**src/rtl/vlu_pkg.sv**
```systemverilog
package vlu_pkg;

    typedef enum logic [2:0] {
        OP_ADD_VV = 3'b000,
        OP_ADD_VS = 3'b001,
        OP_MUL_VV = 3'b010,
        OP_MUL_VS = 3'b011,
        OP_POPC   = 3'b100
    } vlu_op_e;

    typedef enum logic [1:0] {
        ST_IDLE,
        ST_STREAM,
        ST_DRAIN,
        ST_REPORT
    } vlu_state_e;

    function automatic logic op_legal(input logic [2:0] op);
        return op <= OP_POPC;
    endfunction

    function automatic logic op_uses_scalar(input logic [2:0] op);
        return (op == OP_ADD_VS) || (op == OP_MUL_VS);
    endfunction

    function automatic logic op_is_mul(input logic [2:0] op);
        return (op == OP_MUL_VV) || (op == OP_MUL_VS);
    endfunction

    function automatic logic op_is_popc(input logic [2:0] op);
        return op == OP_POPC;
    endfunction

endpackage

```
**src/rtl/vlu_ctrl.sv**
```systemverilog
module vlu_ctrl
    import vlu_pkg::*;
#(
    parameter int VLEN = 8,
    parameter int IW   = 3,
    parameter int RW   = 3,
    parameter int SW   = 3,
    parameter int W    = 16
) (
    input  logic          clk,
    input  logic          rst_n,
    input  logic          issue_valid,
    input  logic [2:0]    issue_op,
    input  logic [RW-1:0] issue_vd,
    input  logic [RW-1:0] issue_va,
    input  logic [RW-1:0] issue_vb,
    input  logic [SW-1:0] issue_sd,
    input  logic [W-1:0]  issue_scalar,
    input  logic          pipe_out_valid,
    input  logic          pipe_out_last,
    output logic          issue_ready,
    output logic          start,
    output logic          rd_en,
    output logic [IW-1:0] rd_idx,
    output logic          rd_last,
    output logic          report,
    output logic [2:0]    op_q,
    output logic [RW-1:0] vd_q,
    output logic [RW-1:0] va_q,
    output logic [RW-1:0] vb_q,
    output logic [SW-1:0] sd_q,
    output logic [W-1:0]  scalar_q
);

    localparam logic [IW-1:0] LAST_IDX = IW'(VLEN - 1);

    vlu_state_e state_q, state_d;
    logic [IW-1:0] idx_q;

    // State register
    always_ff @(posedge clk) begin
        if (!rst_n) state_q <= ST_IDLE;
        else        state_q <= state_d;
    end

    // Next-state logic
    always_comb begin
        state_d = state_q;
        unique case (state_q)
            ST_IDLE:   if (issue_valid && op_legal(issue_op)) state_d = ST_STREAM;
            ST_STREAM: if (idx_q == LAST_IDX) state_d = ST_DRAIN;
            ST_DRAIN:  if (pipe_out_valid && pipe_out_last)
                           state_d = op_is_popc(op_q) ? ST_REPORT : ST_IDLE;
            ST_REPORT: state_d = ST_IDLE;
            default:   state_d = ST_IDLE;
        endcase
    end

    // Outputs decoded from state
    always_comb begin
        issue_ready = 1'b0;
        rd_en       = 1'b0;
        report      = 1'b0;
        unique case (state_q)
            ST_IDLE:   issue_ready = 1'b1;
            ST_STREAM: rd_en       = 1'b1;
            ST_DRAIN:  ;
            ST_REPORT: report      = 1'b1;
            default:   ;
        endcase
    end

    assign start   = issue_ready && issue_valid && op_legal(issue_op);
    assign rd_idx  = idx_q;
    assign rd_last = rd_en && (idx_q == LAST_IDX);

    // Issue latch and element index
    always_ff @(posedge clk) begin
        if (!rst_n) begin
            idx_q    <= '0;
            op_q     <= '0;
            vd_q     <= '0;
            va_q     <= '0;
            vb_q     <= '0;
            sd_q     <= '0;
            scalar_q <= '0;
        end else if (start) begin
            idx_q    <= '0;
            op_q     <= issue_op;
            vd_q     <= issue_vd;
            va_q     <= issue_va;
            vb_q     <= issue_vb;
            sd_q     <= issue_sd;
            scalar_q <= issue_scalar;
        end else if (rd_en) begin
            idx_q    <= idx_q + IW'(1);
        end
    end

endmodule

```
**src/rtl/vlu_exec.sv**
```systemverilog
module vlu_exec
    import vlu_pkg::*;
#(
    parameter int W = 16
) (
    input  logic [2:0]   op,
    input  logic [W-1:0] a,
    input  logic [W-1:0] b_vec,
    input  logic [W-1:0] scalar,
    output logic [W-1:0] result,
    output logic         nonzero
);

    logic [W-1:0] b_sel;

    always_comb begin
        b_sel = op_uses_scalar(op) ? scalar : b_vec;
        if (op_is_mul(op)) result = a * b_sel;
        else               result = a + b_sel;
        nonzero = (a != '0);
    end

endmodule

```
**src/rtl/vlu_pipe.sv**
```systemverilog
module vlu_pipe #(
    parameter int LAT = 3,
    parameter int W   = 16,
    parameter int IW  = 3
) (
    input  logic          clk,
    input  logic          rst_n,
    input  logic          in_valid,
    input  logic          in_last,
    input  logic [IW-1:0] in_idx,
    input  logic [W-1:0]  in_data,
    input  logic          in_nz,
    output logic          out_valid,
    output logic          out_last,
    output logic [IW-1:0] out_idx,
    output logic [W-1:0]  out_data,
    output logic          out_nz
);

    logic          v_s    [LAT+1];
    logic          last_s [LAT+1];
    logic [IW-1:0] idx_s  [LAT+1];
    logic [W-1:0]  dat_s  [LAT+1];
    logic          nz_s   [LAT+1];

    assign v_s[0]    = in_valid;
    assign last_s[0] = in_last;
    assign idx_s[0]  = in_idx;
    assign dat_s[0]  = in_data;
    assign nz_s[0]   = in_nz;

    for (genvar s = 0; s < LAT; s++) begin : g_stage
        always_ff @(posedge clk) begin
            if (!rst_n) begin
                v_s[s+1]    <= 1'b0;
                last_s[s+1] <= 1'b0;
            end else begin
                v_s[s+1]    <= v_s[s];
                last_s[s+1] <= v_s[s] && last_s[s];
            end
        end
        always_ff @(posedge clk) begin
            idx_s[s+1] <= idx_s[s];
            dat_s[s+1] <= dat_s[s];
            nz_s[s+1]  <= nz_s[s];
        end
    end

    assign out_valid = v_s[LAT];
    assign out_last  = last_s[LAT];
    assign out_idx   = idx_s[LAT];
    assign out_data  = dat_s[LAT];
    assign out_nz    = nz_s[LAT];

endmodule

```
**src/rtl/vlu_reduce.sv**
```systemverilog
module vlu_reduce #(
    parameter int W = 16
) (
    input  logic         clk,
    input  logic         rst_n,
    input  logic         clear,
    input  logic         acc_en,
    input  logic         nz,
    output logic [W-1:0] count
);

    always_ff @(posedge clk) begin
        if (!rst_n || clear) count <= '0;
        else if (acc_en && nz) count <= count + W'(1);
    end

endmodule

```
**src/rtl/vec_lane_unit.sv**
```systemverilog
module vec_lane_unit
    import vlu_pkg::*;
#(
    parameter int W     = 16,
    parameter int VLEN  = 8,
    parameter int NVREG = 8,
    parameter int NSREG = 8,
    parameter int LAT   = 3,
    localparam int IW   = (VLEN > 1) ? $clog2(VLEN) : 1,
    localparam int RW   = (NVREG > 1) ? $clog2(NVREG) : 1,
    localparam int SW   = (NSREG > 1) ? $clog2(NSREG) : 1
) (
    input  logic          clk,
    input  logic          rst_n,
    input  logic          issue_valid,
    input  logic [2:0]    issue_op,
    input  logic [RW-1:0] issue_vd,
    input  logic [RW-1:0] issue_va,
    input  logic [RW-1:0] issue_vb,
    input  logic [SW-1:0] issue_sd,
    input  logic [W-1:0]  issue_scalar,
    output logic          issue_ready,
    output logic          rd_en,
    output logic [RW-1:0] rd_a_reg,
    output logic [RW-1:0] rd_b_reg,
    output logic [IW-1:0] rd_idx,
    input  logic [W-1:0]  rd_a_data,
    input  logic [W-1:0]  rd_b_data,
    output logic          wr_en,
    output logic [RW-1:0] wr_reg,
    output logic [IW-1:0] wr_idx,
    output logic [W-1:0]  wr_data,
    output logic          sres_valid,
    output logic [SW-1:0] sres_reg,
    output logic [W-1:0]  sres_data
);

    logic          start, rd_last, report;
    logic [2:0]    op_q;
    logic [RW-1:0] vd_q, va_q, vb_q;
    logic [SW-1:0] sd_q;
    logic [W-1:0]  scalar_q;
    logic [W-1:0]  ex_result;
    logic          ex_nz;
    logic          po_valid, po_last, po_nz;
    logic [IW-1:0] po_idx;
    logic [W-1:0]  po_data;
    logic [W-1:0]  pop_count;

    vlu_ctrl #(.VLEN(VLEN), .IW(IW), .RW(RW), .SW(SW), .W(W)) u_ctrl (
        .clk(clk), .rst_n(rst_n),
        .issue_valid(issue_valid), .issue_op(issue_op),
        .issue_vd(issue_vd), .issue_va(issue_va), .issue_vb(issue_vb),
        .issue_sd(issue_sd), .issue_scalar(issue_scalar),
        .pipe_out_valid(po_valid), .pipe_out_last(po_last),
        .issue_ready(issue_ready), .start(start),
        .rd_en(rd_en), .rd_idx(rd_idx), .rd_last(rd_last), .report(report),
        .op_q(op_q), .vd_q(vd_q), .va_q(va_q), .vb_q(vb_q),
        .sd_q(sd_q), .scalar_q(scalar_q)
    );

    vlu_exec #(.W(W)) u_exec (
        .op(op_q), .a(rd_a_data), .b_vec(rd_b_data), .scalar(scalar_q),
        .result(ex_result), .nonzero(ex_nz)
    );

    vlu_pipe #(.LAT(LAT), .W(W), .IW(IW)) u_pipe (
        .clk(clk), .rst_n(rst_n),
        .in_valid(rd_en), .in_last(rd_last), .in_idx(rd_idx),
        .in_data(ex_result), .in_nz(ex_nz),
        .out_valid(po_valid), .out_last(po_last), .out_idx(po_idx),
        .out_data(po_data), .out_nz(po_nz)
    );

    vlu_reduce #(.W(W)) u_reduce (
        .clk(clk), .rst_n(rst_n), .clear(start),
        .acc_en(po_valid && op_is_popc(op_q)), .nz(po_nz),
        .count(pop_count)
    );

    assign rd_a_reg   = va_q;
    assign rd_b_reg   = vb_q;
    assign wr_en      = po_valid && !op_is_popc(op_q);
    assign wr_reg     = vd_q;
    assign wr_idx     = po_idx;
    assign wr_data    = po_data;
    assign sres_valid = report;
    assign sres_reg   = sd_q;
    assign sres_data  = pop_count;

endmodule

```
**config.mk**
```make
export PLATFORM = sky130hd
export DESIGN_NAME = vec_lane_unit
export DESIGN_NICKNAME = d
export VERILOG_FILES = /design/src/rtl/vlu_pkg.sv /design/src/rtl/vlu_ctrl.sv /design/src/rtl/vlu_exec.sv /design/src/rtl/vlu_pipe.sv /design/src/rtl/vlu_reduce.sv /design/src/rtl/vec_lane_unit.sv
export SDC_FILE = /design/constraint.sdc
export NUM_CORES = 1
export LEC_CHECK = 0
export CAP_MARGIN = 20
export CORE_MARGIN = 2
export CORE_UTILIZATION = 57
export CTS_BUF_LIST = sky130_fd_sc_hd__clkbuf_8
export CTS_CLUSTER_SIZE = 30
export DETAILED_ROUTE_END_ITERATION = 12
export MAX_ROUTING_LAYER = met4
export PLACE_DENSITY = 0.89
export SYNTH_ARGS = -nofsm -noshare
export SYNTH_HDL_FRONTEND = slang
export SYNTH_SLANG_ARGS = --single-unit
```
**constraint.sdc**
```tcl
create_clock -name clk -period 7.2 [get_ports clk]
set_input_delay 1.44 -clock clk [delete_from_list [all_inputs] [get_ports clk]]
set_output_delay 1.44 -clock clk [all_outputs]
set_load 0.02 [all_outputs]
```
## Yosys cells after proc, flatten, opt, wreduce, memory -nomap -nowiden

Index checks and enable logic that the tools add are counted.

| storage, ports and cells | value |
|---|---|
| bits of input ports | 66 |
| flip-flop bits (word level) | 118 |
| word-level logic and storage cells | 71 |

| cells by class | value |
|---|---|
| equality and inequality tests | 11 |
| add/sub/neg operators | 3 |
| mux-type cells | 10 |
| bitwise gates (word level) | 1 |
| reductions and logical operators | 20 |
| multiply operators | 1 |
| order comparisons | 1 |

Operator list:

| cell | count |
|---|---|
| 16-bit two-way mux | 2 |
| 16-bit by 1-bit adder with 16-bit output (second input constant) | 1 |
| 16-bit adder | 1 |
| 16-bit by 16-bit multiplier with 16-bit output | 1 |
| 16-bit nonzero test | 1 |
| 1-bit logical AND | 11 |
| 2-bit two-way mux | 4 |
| 2-bit one-hot mux with 4 select lines | 1 |
| 3-bit by 2-bit == test with 1-bit output (second input constant) | 2 |
| 3-bit == test (second input constant) | 2 |
| 2-bit by 1-bit != test with 1-bit output (second input constant) | 3 |
| 2-bit == test (second input constant) | 2 |
| 3-bit by 1-bit adder with 3-bit output (second input constant) | 1 |
| 3-bit by 1-bit == test with 1-bit output (second input constant) | 1 |
| 3-bit <= comparator (second input constant) | 1 |
| 1-bit logical OR | 3 |
| 1-bit two-way mux | 3 |
| 3-bit AND reduction | 1 |
| 2-bit by 1-bit == test with 1-bit output (second input constant) | 1 |
| 1-bit logical NOT | 2 |
| 2-bit logical NOT | 1 |
| 2-bit OR reduction | 1 |
| 1-bit inverter | 1 |

## Logic depth before layout (Yosys ltp)

| depth | value |
|---|---|
| depth after elaboration | 5 |
| depth in mapped cells | 25 |
| depth with buffers taken out | 22 |

## Cells and area by module

From an unflattened synthesis, not the netlist that was laid out.

| second synthesis, totals | value |
|---|---|
| cell total of the unflattened synthesis | 949 |
| area, all modules | 9013.6 sq um |

Modules (own cells, without submodules):

| module | area each (sq um) | instances | seq. area each (sq um) | cells an instance |
|---|---|---|---|---|
| vlu_exec | 5004.8 | 1 | 0.0 | 596 |
| vlu_ctrl | 1665.3 | 1 | 720.7 | 171 |
| vlu_pipe | 1505.2 | 1 | 1321.3 | 91 |
| vlu_reduce | 820.8 | 1 | 320.3 | 88 |
| vec_lane_unit | 17.5 | 1 | 0.0 | 3 |

## Worst setup path before layout

No wires, ideal clock.

| path | value |
|---|---|
| path kind | input port to flip-flop |
| start | input port rd_b_data[2] |
| end | register u_pipe.dat_s[47] (netlist bit) |
| path buffers | 1 |
| data required time | 7.074 ns |
| stages on the path | 20 |
| library setup time | 0.126 ns |
| data arrival time | 6.569 ns |
| setup slack | 0.504 ns |
| path through | mux2_2 > clkbuf_1 > and2_1 > fa_1 > inv_1 > fa_1 > inv_1 > fa_1 > fa_1 > inv_1 > fa_1 > fa_1 > xnor2_1 > xnor2_1 > xnor2_1 > xnor2_1 > xnor3_1 > xnor3_1 > xnor2_1 > o21ai_1 |

| on the way | value |
|---|---|
| cells in the longest elaborated chain, start to end | 3 |

Ends and longest elaborated chain:

| element | RTL line | RTL |
|---|---|---|
| from (decl) | vec_lane_unit.sv:28 | `input logic [W-1:0] rd_b_data,` |
| 16-bit two-way mux (*) | vlu_exec.sv:17 | `b_sel = op_uses_scalar(op) ? scalar : b_vec;` |
| 16-bit by 16-bit multiplier with 16-bit output or 16-bit adder (tied branches) | vlu_exec.sv:18, vlu_exec.sv:19 |  |
| 16-bit two-way mux (*) | vlu_exec.sv:18 | `if (op_is_mul(op)) result = a * b_sel;` |
| via ex_result[15] | vec_lane_unit.sv:43 | `logic [W-1:0] ex_result;` |
| to (signal, indexed assignment) | vlu_pipe.sv:44 | `dat_s[s+1] <= dat_s[s];` |
| to (decl) | vlu_pipe.sv:23 | `logic [W-1:0] dat_s [LAT+1];` |

The timed path passes the listed nets; every way through them passes the cells marked *.
A chain may end at the register's enable or synchronous reset.

## Worst setup path after layout

| path | value |
|---|---|
| start | input port rd_b_data[7] |
| end | register u_pipe.dat_s[47] (netlist bit) |

The elaborated chain is that of the path after synthesis.

==> flow_summary.json <==
{
  "outcome": "finished clean",
  "synthTopCellsByArea": "dfxtp_1 (28%), fa_1 (19%), ha_1 (9.8%)",
  "synth_seq_cells": 118,
  "worstReg2RegStart": "u_ctrl.op_q[2]",
  "cts_tree": "done",
  "dr.pass1.iters": 4,
  "syn2layout_area_growth_pct": 20.4,
  "top_layer_used": "met4",
  "period_share": 0.942,
  "wl_met2_um": 9940,
  "rsz0062_at_grt": "no",
  "yosysUniqueCellTypes": 48,
  "insertion_delay_ns": 0.42,
  "avgSynthCellArea_um2": 9.17,
  "hold_viol_final": 0,
  "dieArea_mm2": 0.0160,
  "gp_congestion": 0.948,
  "ys_async_sr_fraction": 0,
  "wl_per_cell_um": 16.4,
  "p_per_area_mw_per_mm2": 350,
  "synth_cells": 935,
  "multi_input_area_mm2": 0.00550,
  "grt_usage": 0.279,
  "layout_setup_ws_ns": 0.415,
  "synth_most_common_cell": "nand2_1",
  "ctsResizeCount": 0,
  "coreArea_mm2": 0.0146,
  "yosysTopAreaCellShare": 0.275,
  "hpwlAfterDp_um": 16200,
  "start_util": 0.586,
  "dr_wl_met3_um": 1250,
  "die_y_um": 127,
  "tns_ns": 0,
  "cts.sinks": 118,
  "drv_cap": 0,
  "fin_nets": 1262,
  "numCtsBuffers": 17,
  "fmax_mhz": 147,
  "critPathLaunchType": "primary input",
  "drive_gt1_frac": 0.0801,
  "postCtsHoldBufs": 0,
  "vdd.ir_drop.worst_v": 0.000246,
  "synth_commonest_cells": "nand2_1 (153), dfxtp_1 (118), inv_1 (114), fa_1 (81), and2_1 (74)",
  "cts_buffer_depth": 2,
  "path_clk_slew_ns": 0.07,
  "holdCritStartpoint": "u_pipe.dat_s[40]",
  "grt.overflow.total": 0,
  "slowest_delay_ns": 0.53,
  "cpMaxStageDelayCell": "fa_1",
  "cp.required_ns": 7.47,
  "crit_top_cell": "fa_1",
  "synth_nets": 1149,
  "htreeDepth": 4,
  "wl_um": 20400,
  "root_buffer": "clkbuf_8",
  "period_needed_ns": 6.79,
  "worst-slew-pin-transition_ns": 1.04,
  "p_leak_nw": 4.66,
  "grt_max_degree": 41,
  "slew_headroom": 0.307,
  "setup_violations": 0,
  "top_level_ports": 120,
  "clock_skew_ns": 0.00670,
  "antenna_found_initial": 0,
  "fp-row-count": 44,
  "cp-end-kind": "flop",
  "netlist_area_mm2": 0.00858,
  "ys_seq_area_frac": 0.275,
  "cts_setup_buffers": 0,
  "yosys_warnings": 0,
  "viasPerCell": 5.33,
  "crit_arrival_ns": 7.05,
  "reg2regPathDepth": 20,
  "path_cells": "clkdlybuf4s50_1 > nand2_1 > nand2_1 > ha_1 > inv_1 > fa_1 > fa_1 > inv_1 > fa_1 > fa_1 > inv_1 > fa_1 > fa_1 > xnor2_1 > xnor2_1 > xnor2_1 > xnor2_1 > xnor3_1 > xnor3_1 > xnor2_1 > o21ai_1",
  "portBuffers": 119,
  "path_class": "primary input to flop",
  "dp_slack_ns": 0.0150,
  "drcViolationCount": 0,
  "ant_nets": 0,
  "stdcell_count": 1245,
  "final.fill_count": 1121,
  "place_inst": 1213,
  "synth_edf_count": 0,
  "whs_path_depth": 0,
  "min_to": "u_pipe.dat_s[24]",
  "slew_violations": 0,
  "grt_pass1_vias": 6922,
  "ff_latch_area_mm2": 0.00236,
  "yosysTopAreaCell": "dfxtp_1",
  "min_path_type": "flop to flop",
  "routed-via-count": 6632,
  "cp_max_fo": 6,
  "synthFlopType": "dfxtp_1",
  "diodes": 0,
  "worstReg2RegEnd": "u_pipe.dat_s[47]",
  "grt_pass1_wl_um": 34000,
  "drtIter0Drc": 336,
  "die_w_um": 127,
  "rrSetupSlack_ns": 1.07,
  "wl_met1_um": 8570
}
worst max-delay path, delay by kind of cell:
family	cells	cell delay (ns)
AOI/OAI and AO/OA	1	0.08
xor gates and xnor gates	7	1.57
adders and majority gates	7	3.06
buffers and inverters	4	0.63
and+or+nand+nor	2	0.28
stage by stage:
stage | power, mW | util | hold slack, ns | instance area (um2)
6_report | 3.61 | 0.705 | 0.327 | 10300
5_1_grt | 3.95 | 0.705 | 0.325 | 10300
4_1_cts | 3.61 | 0.705 | 0.324 | 10300
3_5_place_dp | 3.03 | 0.679 | 0.312 | 9950
3_3_place_gp | 2.96 | 0.679 | 0.310 | 9950
2_1_floorplan | 2.52 | - | 0.310 | 8580
worst max-delay path by stage:
| stage | from | endpoint | slack [ns] | depth (start not counted) |
|---|---|---|---|---|
| 6_report | rd_b_data[7] | u_pipe.dat_s[47] | 0.41 | 21 |
| 5_1_grt | rd_b_data[7] | u_pipe.dat_s[47] | 0.19 | 21 |
| 4_1_cts | rd_b_data[7] | u_pipe.dat_s[47] | 0.48 | 21 |
| 3_5_place_dp | rd_b_data[7] | u_pipe.dat_s[47] | 0.01 | 21 |
| 3_3_place_gp | rd_b_data[7] | u_pipe.dat_s[47] | 0.12 | 21 |
| 2_1_floorplan | rd_b_data[2] | u_pipe.dat_s[47] | 0.50 | 20 |
routing by layer:
metal	up-vias	global-route usage
met2	235	0.466
met3	61	0.0548
met5	-	-
li1	3167	-
met1	3169	0.335
met4	0	0.105
registers in the layout, summed over array words and instances, names as in the netlist, 6 cells and up:
register	flops
u_ctrl.scalar_q	16
u_pipe.out_data	16
u_reduce.count	16
u_pipe.dat_s	32
u_pipe.idx_s	6
where the power goes:
part	internal [mW]	switching (mW)	total, mW	leakage, nW
Clock	0.280	0.282	0.562	0.182
Sequential	0.770	0.0298	0.800	0.974
Combinational	1.09	1.16	2.25	3.50
placed cells by master (no fill, tap or decap), drive strengths merged, types with 5 or more instances in the layout:
master         synthesis  routed
clkbuf                28      17
xnor2                 36      36
buf                   26      29
o21ai                 18      18
clkdlybuf4s50          0     119
o21a                   5       5
nand2b                 5       5
nand2                154     154
nor4                   6       6
and2                  74      74
fa                    81      81
a21boi                32      32
ha                    67      67
mux2i                  7       7
xor2                  22      22
a21o                   7       7
dfxtp                118     118
inv                  114     121
a21oi                 18      18
nor3                   5       5
nand3                 11      11
nor2b                  8       8
and3                   9       9
nor2                  34      34
mux2                  15      15
logic make-up after synthesis:
| logic type | synth area share |
|---|---|
| XOR/XNOR | 0.0699 |
| adder cells (fa/ha/maj) | 0.287 |
| AND/OR/NAND/NOR | 0.173 |
| multiplexers | 0.0287 |
| AO/OA/AOI/OAI | 0.0813 |
| flip-flops | 0.275 |
| buffers and inverters | 0.0845 |
final cells by class:
class	count	area share
Multi-Input combinational cell	649	0.532
Clock inverter	15	0.0138
Timing Repair Buffer	148	0.139
Tap cell	184	0.0223
Inverter	114	0.0414
Clock buffer	17	0.0227
Sequential cell	118	0.229
Power figures use the tool's default switching activity.
